### src/rtl/uart_rx_pkg.sv
package uart_rx_pkg;
  typedef struct packed {
    logic       brk;
    logic       ferr;
    logic       perr;
    logic [7:0] data;
  } rx_entry_t;

  localparam int ENTRY_W = $bits(rx_entry_t);
endpackage

### src/rtl/rx_deser.sv
module rx_deser
  import uart_rx_pkg::*;
#(
  parameter int OS = 16
) (
  input  logic      clk,
  input  logic      rst,
  input  logic      rx_in,
  input  logic      tick,
  input  logic      data8,
  input  logic      par_en,
  input  logic      par_odd,
  input  logic      stop2,
  output logic      push,
  output rx_entry_t entry
);
  localparam int TW   = $clog2(OS);
  localparam int MID  = OS / 2 - 1;
  localparam int LAST = OS - 1;

  typedef enum logic [2:0] {S_IDLE, S_START, S_DATA, S_PAR, S_STOP1, S_STOP2, S_HOLD} st_t;

  st_t           st;
  logic [1:0]    sync;
  logic [TW-1:0] tcnt;
  logic [2:0]    bitn;
  logic [7:0]    sreg;
  logic          pbit, zero, ferr;
  logic          rxs, samp, fin_ferr, fin_zero;
  logic [7:0]    dval;

  assign rxs      = sync[1];
  assign samp     = tick && (tcnt == TW'(LAST));
  assign fin_ferr = ferr | ~rxs;
  assign fin_zero = zero & ~rxs;
  assign dval     = data8 ? sreg : {1'b0, sreg[7:1]};

  always_ff @(posedge clk) begin
    if (rst) begin
      st    <= S_IDLE;
      sync  <= 2'b11;
      tcnt  <= '0;
      bitn  <= '0;
      sreg  <= '0;
      pbit  <= 1'b0;
      zero  <= 1'b0;
      ferr  <= 1'b0;
      push  <= 1'b0;
      entry <= '0;
    end else begin
      push <= 1'b0;
      sync <= {sync[0], rx_in};
      if (tick && st != S_IDLE && st != S_START && st != S_HOLD)
        tcnt <= samp ? '0 : tcnt + 1'b1;
      case (st)
        S_IDLE: if (tick && !rxs) begin
          st   <= S_START;
          tcnt <= '0;
        end
        S_START: if (tick) begin
          if (tcnt == TW'(MID)) begin
            tcnt <= '0;
            if (rxs) st <= S_IDLE;
            else begin
              st   <= S_DATA;
              bitn <= '0;
              zero <= 1'b1;
              ferr <= 1'b0;
              pbit <= 1'b0;
            end
          end else tcnt <= tcnt + 1'b1;
        end
        S_DATA: if (samp) begin
          sreg <= {rxs, sreg[7:1]};
          if (rxs) zero <= 1'b0;
          if (bitn == (data8 ? 3'd7 : 3'd6)) st <= par_en ? S_PAR : S_STOP1;
          else bitn <= bitn + 1'b1;
        end
        S_PAR: if (samp) begin
          pbit <= rxs;
          if (rxs) zero <= 1'b0;
          st <= S_STOP1;
        end
        S_STOP1, S_STOP2: if (samp) begin
          if (st == S_STOP1 && stop2) begin
            ferr <= fin_ferr;
            zero <= fin_zero;
            st   <= S_STOP2;
          end else begin
            push       <= 1'b1;
            entry.data <= dval;
            entry.perr <= par_en & (^dval ^ pbit ^ par_odd);
            entry.ferr <= fin_ferr;
            entry.brk  <= fin_zero;
            st         <= fin_zero ? S_HOLD : S_IDLE;
          end
        end
        S_HOLD: if (rxs) st <= S_IDLE;
        default: st <= S_IDLE;
      endcase
    end
  end
endmodule

### src/rtl/rx_fifo.sv
module rx_fifo #(
  parameter int W     = 11,
  parameter int DEPTH = 16,
  localparam int AW   = $clog2(DEPTH),
  localparam int CW   = AW + 1
) (
  input  logic          clk,
  input  logic          rst,
  input  logic          wr_en,
  input  logic [W-1:0]  wr_data,
  input  logic          rd_en,
  output logic [W-1:0]  rd_data,
  output logic          rd_valid,
  output logic [CW-1:0] count,
  output logic          drop
);
  logic [W-1:0]  mem [DEPTH];
  logic [AW-1:0] wptr, rptr;
  logic          full, empty, do_wr, do_rd;

  assign full  = (count == CW'(DEPTH));
  assign empty = (count == '0);
  assign do_rd = rd_en && !empty;
  assign do_wr = wr_en && (!full || do_rd);
  assign drop  = wr_en && full && !do_rd;

  always_ff @(posedge clk) begin
    if (do_wr) mem[wptr] <= wr_data;
    if (do_rd) rd_data <= mem[rptr];
  end

  always_ff @(posedge clk) begin
    if (rst) begin
      wptr     <= '0;
      rptr     <= '0;
      count    <= '0;
      rd_valid <= 1'b0;
    end else begin
      rd_valid <= do_rd;
      if (do_wr) wptr <= wptr + 1'b1;
      if (do_rd) rptr <= rptr + 1'b1;
      case ({do_wr, do_rd})
        2'b10:   count <= count + 1'b1;
        2'b01:   count <= count - 1'b1;
        default: count <= count;
      endcase
    end
  end
endmodule

### src/rtl/uart_rx_flow.sv
module uart_rx_flow
  import uart_rx_pkg::*;
#(
  parameter int DEPTH = 16,
  parameter int OS    = 16,
  localparam int CW   = $clog2(DEPTH) + 1
) (
  input  logic          clk,
  input  logic          rst,
  input  logic          rx_in,
  input  logic          os_tick,
  input  logic          cfg_data8,
  input  logic          cfg_par_en,
  input  logic          cfg_par_odd,
  input  logic          cfg_stop2,
  input  logic          pop,
  input  logic [CW-1:0] trig_lvl,
  input  logic [CW-1:0] wmark,
  output logic [7:0]    rd_data,
  output logic          rd_perr,
  output logic          rd_ferr,
  output logic          rd_brk,
  output logic          rd_valid,
  output logic [CW-1:0] level,
  output logic          rts_n,
  output logic          dma_req,
  output logic          overrun
);
  logic      push, drop;
  rx_entry_t in_e, out_e;

  rx_deser #(.OS(OS)) i_deser (
    .clk(clk), .rst(rst), .rx_in(rx_in), .tick(os_tick),
    .data8(cfg_data8), .par_en(cfg_par_en), .par_odd(cfg_par_odd),
    .stop2(cfg_stop2), .push(push), .entry(in_e)
  );

  rx_fifo #(.W(ENTRY_W), .DEPTH(DEPTH)) i_fifo (
    .clk(clk), .rst(rst), .wr_en(push), .wr_data(in_e),
    .rd_en(pop), .rd_data(out_e), .rd_valid(rd_valid),
    .count(level), .drop(drop)
  );

  assign rd_data = out_e.data;
  assign rd_perr = out_e.perr;
  assign rd_ferr = out_e.ferr;
  assign rd_brk  = out_e.brk;

  always_ff @(posedge clk) begin
    if (rst) begin
      rts_n   <= 1'b0;
      dma_req <= 1'b0;
      overrun <= 1'b0;
    end else begin
      rts_n   <= (level >= trig_lvl);
      dma_req <= (level >= wmark);
      overrun <= drop;
    end
  end
endmodule

### config.mk
export PLATFORM = sky130hd
export DESIGN_NAME = uart_rx_flow
export DESIGN_NICKNAME = d
export VERILOG_FILES = /design/src/rtl/uart_rx_pkg.sv /design/src/rtl/rx_deser.sv /design/src/rtl/rx_fifo.sv /design/src/rtl/uart_rx_flow.sv
export SDC_FILE = /design/constraint.sdc
export NUM_CORES = 1
export LEC_CHECK = 0
export ABC_CLOCK_PERIOD_IN_PS = 2800
export BUFFER_PORTS_ARGS = -buffer_cell sky130_fd_sc_hd__buf_2
export CORE_MARGIN = 4
export CORE_UTILIZATION = 52
export CTS_CLUSTER_DIAMETER = 200
export DETAILED_ROUTE_END_ITERATION = 6
export PLACE_DENSITY = 0.75
export SLEW_MARGIN = 20
export SYNTH_ARGS = -nofsm -noshare
export SYNTH_HDL_FRONTEND = slang
export SYNTH_SLANG_ARGS = --single-unit
### constraint.sdc
create_clock -name clk -period 2.8 [get_ports clk]
set_input_delay 0.28 -clock clk [delete_from_list [all_inputs] [get_ports clk]]
set_output_delay 0.28 -clock clk [all_outputs]
set_load 0.02 [all_outputs]
==> impl_metrics.py <==
metrics = {
    "timing": {
        "fmaxAchievable_mhz": 378,
        "fin_hold_ws_ns": 0.0664,
        "maxSlewHeadroom_pct": 27.6,
        "final_max_slew_viol_count": 0,
        "period_needed_ns": 2.65,
        "worstMarginPinSlew_ns": 1.08,
        "setup_viol_count_final": 0,
        "hold_viol_final": 0,
        "rsz0062_at_grt": "false",
        "fin_crit_sh_pct": 94.5,
        "clock_skew_ns": 0.0185,
    },
    "synthesis": {
        "syn_nets": 660,
        "yosys-top-cells-count": "187 x edfxtp_1, 52 x dfxtp_1, 51 x mux4_2, 51 x nor2_1, 26 x a21oi_1",
        "async_flop_share_pct": 0,
        "synth_fa_ha_area_share_pct": 2.51,
        "synth_area_leaders": "edfxtp_1 56%, mux4_2 12%, dfxtp_1 10%, ha_1 2.5%, nor2_1 1.9%",
        "ys.flop_type": "edfxtp_1",
        "synth_top_family_by_area": "multiplexers",
        "ys.warnings.count": 0,
        "syn_avg_cell_area_um2": 16.0,
        "synth_edf_count": 187,
        "ys_seq_area_share_pct": 66.9,
        "synth-simple-area-share_pct": 7.59,
        "synthesis.instances": 621,
        "yosysUniqueCellTypes": 54,
        "ys_seq_elements": 239,
        "syn-cell-area_mm2": 0.00996,
        "muxShareOfSynthArea_pct": 13.8,
        "yosys.cell_count.top_type": "edfxtp_1",
        "synth-xor-area-share_pct": 1.90,
        "synth-compound-area-share_pct": 4.61,
        "synth_top_cell_area_share_pct": 56.4,
        "synth_area_leader_cell": "edfxtp_1",
    },
    "run": {
        "cap_violations": 0,
    },
    "drt": {
        "ant_nets": 0,
        "post_drt_wl_per_cell_um": 20.2,
        "vias_per_cell": 5.86,
        "route.detailed.drc": 0,
        "drt_wl_total_mm": 18.7,
        "drt_iter0_drc": 417,
        "dr_total_vias": 5430,
        "firstDrtPassIters": 5,
    },
    "critical_path": {
        "cp_cell_sequence": "or4_4 > o31a_1 > inv_1 > ha_1 > xor2_1 > ha_1 > a21oi_2 > nor3b_2 > o21ai_0 > a21oi_1 > mux2_2",
        "critPathSlowestCell": "or4_4",
        "crit_type": "reg2reg",
        "crit_top_cell": "ha_1",
        "worst-path-max-fanout": 3,
        "critPathMaxStageDelay_ns": 0.53,
        "cp_data_arrival_time_ns": 3.04,
        "crit_required_ns": 3.20,
        "cp-start-kind": "flop",
        "crit_path_end_kind": "flop",
        "crit_family": "simple AND/OR/NAND/NOR gates",
        "critPathBufInv": 1,
    },
    "clock_network": {
        "clk_pin_slew_ns": 0.06,
        "clk_latency_ns": 0.52,
        "cts_sinks": 239,
        "cts-root-buf": "clkbuf_16",
        "cts_setup_buffers": 0,
        "cts_tree": "yes",
        "clock_path_buffers": 3,
        "h-tree-depth": 1,
        "cts_buffers": 25,
    },
    "global_routing": {
        "antenna_found_initial": 0,
        "overflow": 0,
        "grt_pass1_vias": 5532,
        "grt_max_degree": 48,
        "grtUsageTotal_pct": 17.8,
        "grt_pass1_wl_mm": 30.2,
    },
    "worst_hold_path": {
        "hp-class": "in2reg",
    },
    "final_layout": {
        "num_antenna_cells": 0,
        "layout-drive-gt1-share_pct": 24.6,
        "final_cell_count_no_fill": 926,
        "syn2layout_area_growth_pct": 12.9,
        "nets": 714,
    },
    "power_and_ir_drop": {
        "pwr_density_cell_mw_per_mm2": 614,
        "total_power_mw": 6.90,
        "leakage_nw": 4.24,
        "ir_drop_uv": 497,
    },
    "floorplan": {
        "fp-row-count": 50,
        "die-area_mm2": 0.0214,
        "die_h_um": 146,
        "fp.coreArea_mm2": 0.0188,
        "initial_core_util_pct": 53.0,
        "die_w_um": 146,
        "ioPinCount": 39,
    },
    "place": {
        "dpl.cell_count": 881,
        "dp_hpwl_mm": 11.7,
        "gp_congestion": 0.849,
        "port_buffers": 38,
    },
    "outcome": {
        "status": "finished clean",
    },
}
## per-layer routing
layer  share of wire, %  global-route usage [%]
met2                 51                    30.3
met4                1.4                    3.62
met5                  0                       0
met1                 42                    24.6
met3                5.4                    3.04
## state kept, by name, indices dropped and copies added, names as in the netlist, 2 cells and up
register,cells
i_deser.bitn,3
i_deser.entry,11
i_deser.sreg,8
i_deser.st,3
i_deser.sync,2
i_deser.tcnt,4
i_fifo.count,5
i_fifo.mem,176
i_fifo.rd_data,11
i_fifo.rptr,4
i_fifo.wptr,4
## cells by family (layout without fill, tap and decap cells)
family	after synthesis	after routing
flip-flops	239	239
AND/OR/NAND/NOR	150	150
AO/OA/AOI/OAI	72	72
multiplexers	67	67
buffers and inverters	53	124
adder cells (fa/ha/maj)	20	20
XOR/XNOR	20	20
## power breakdown
| part | total [mW] | internal (mW) | switching [mW] |
|---|---|---|---|
| combinational | 0.0766 | 0.0348 | 0.0418 |
| clock | 3.04 | 1.74 | 1.31 |
| sequential | 3.78 | 3.77 | 0.00636 |
## cells in the final DEF, fill, tap and decap left out, types with 16 or more instances in the layout
cell type / synthesis / routed
a21oi_1: 26 / 25
buf_2: 6 / 38
buf_4: 2 / 21
clkbuf_16: 0 / 25
dfxtp_1: 52 / 47
edfxtp_1: 187 / 187
ha_1: 20 / 20
inv_1: 18 / 18
mux4_2: 51 / 51
nand2_1: 24 / 24
nand3_1: 16 / 16
nor2_1: 51 / 48
## what timing repair did
action                                  CTS  global route
endpoints found under the setup margin    0             1
endpoints found under the hold margin     1             0
gates resized for setup                   0             1
hold buffers                              1             0
## worst min-delay path, cell delays in order
cell,delay (ns)
buf_2,0.10
or3_1,0.10
nor3b_1,0.05
## metrics by stage
stage	area [um^2]	setup TNS [ns]	setup WS, ns	utilization (%)
finish	11200	0	0.154	59.9
global route	11200	0	0.00758	59.9
CTS	11200	0	0.0834	59.8
detailed placement	10500	0	0.105	55.7
global placement	10500	0	0.199	55.7
floorplan	9970	-0.0846	-0.0846	-
## worst paths after layout
kind,startpoint,to,slack (ns),cells past startpoint
max,i_fifo.count[0]$_SDFFE_PP0P_,i_fifo.count[4]$_SDFFE_PP0P_,0.15,11
min,pop,overrun$_SDFF_PP0_,0.07,3
max reg2reg,i_fifo.count[0]$_SDFFE_PP0P_,i_fifo.count[4]$_SDFFE_PP0P_,0.15,11
min reg2reg,i_deser.sync[0]$_SDFF_PP1_,i_deser.sync[1]$_SDFF_PP1_,0.42,1
## area by class of cell
class | count | area [um^2]
inverter | 18 | 67.6
tap | 234 | 293
timing repair buffer | 62 | 398
clock inverter | 15 | 118
multi-input combinational | 329 | 3060
sequential | 239 | 6660
clock buffer | 29 | 641
fill | 1358 | 7530
(Power assumes the default switching activity.)
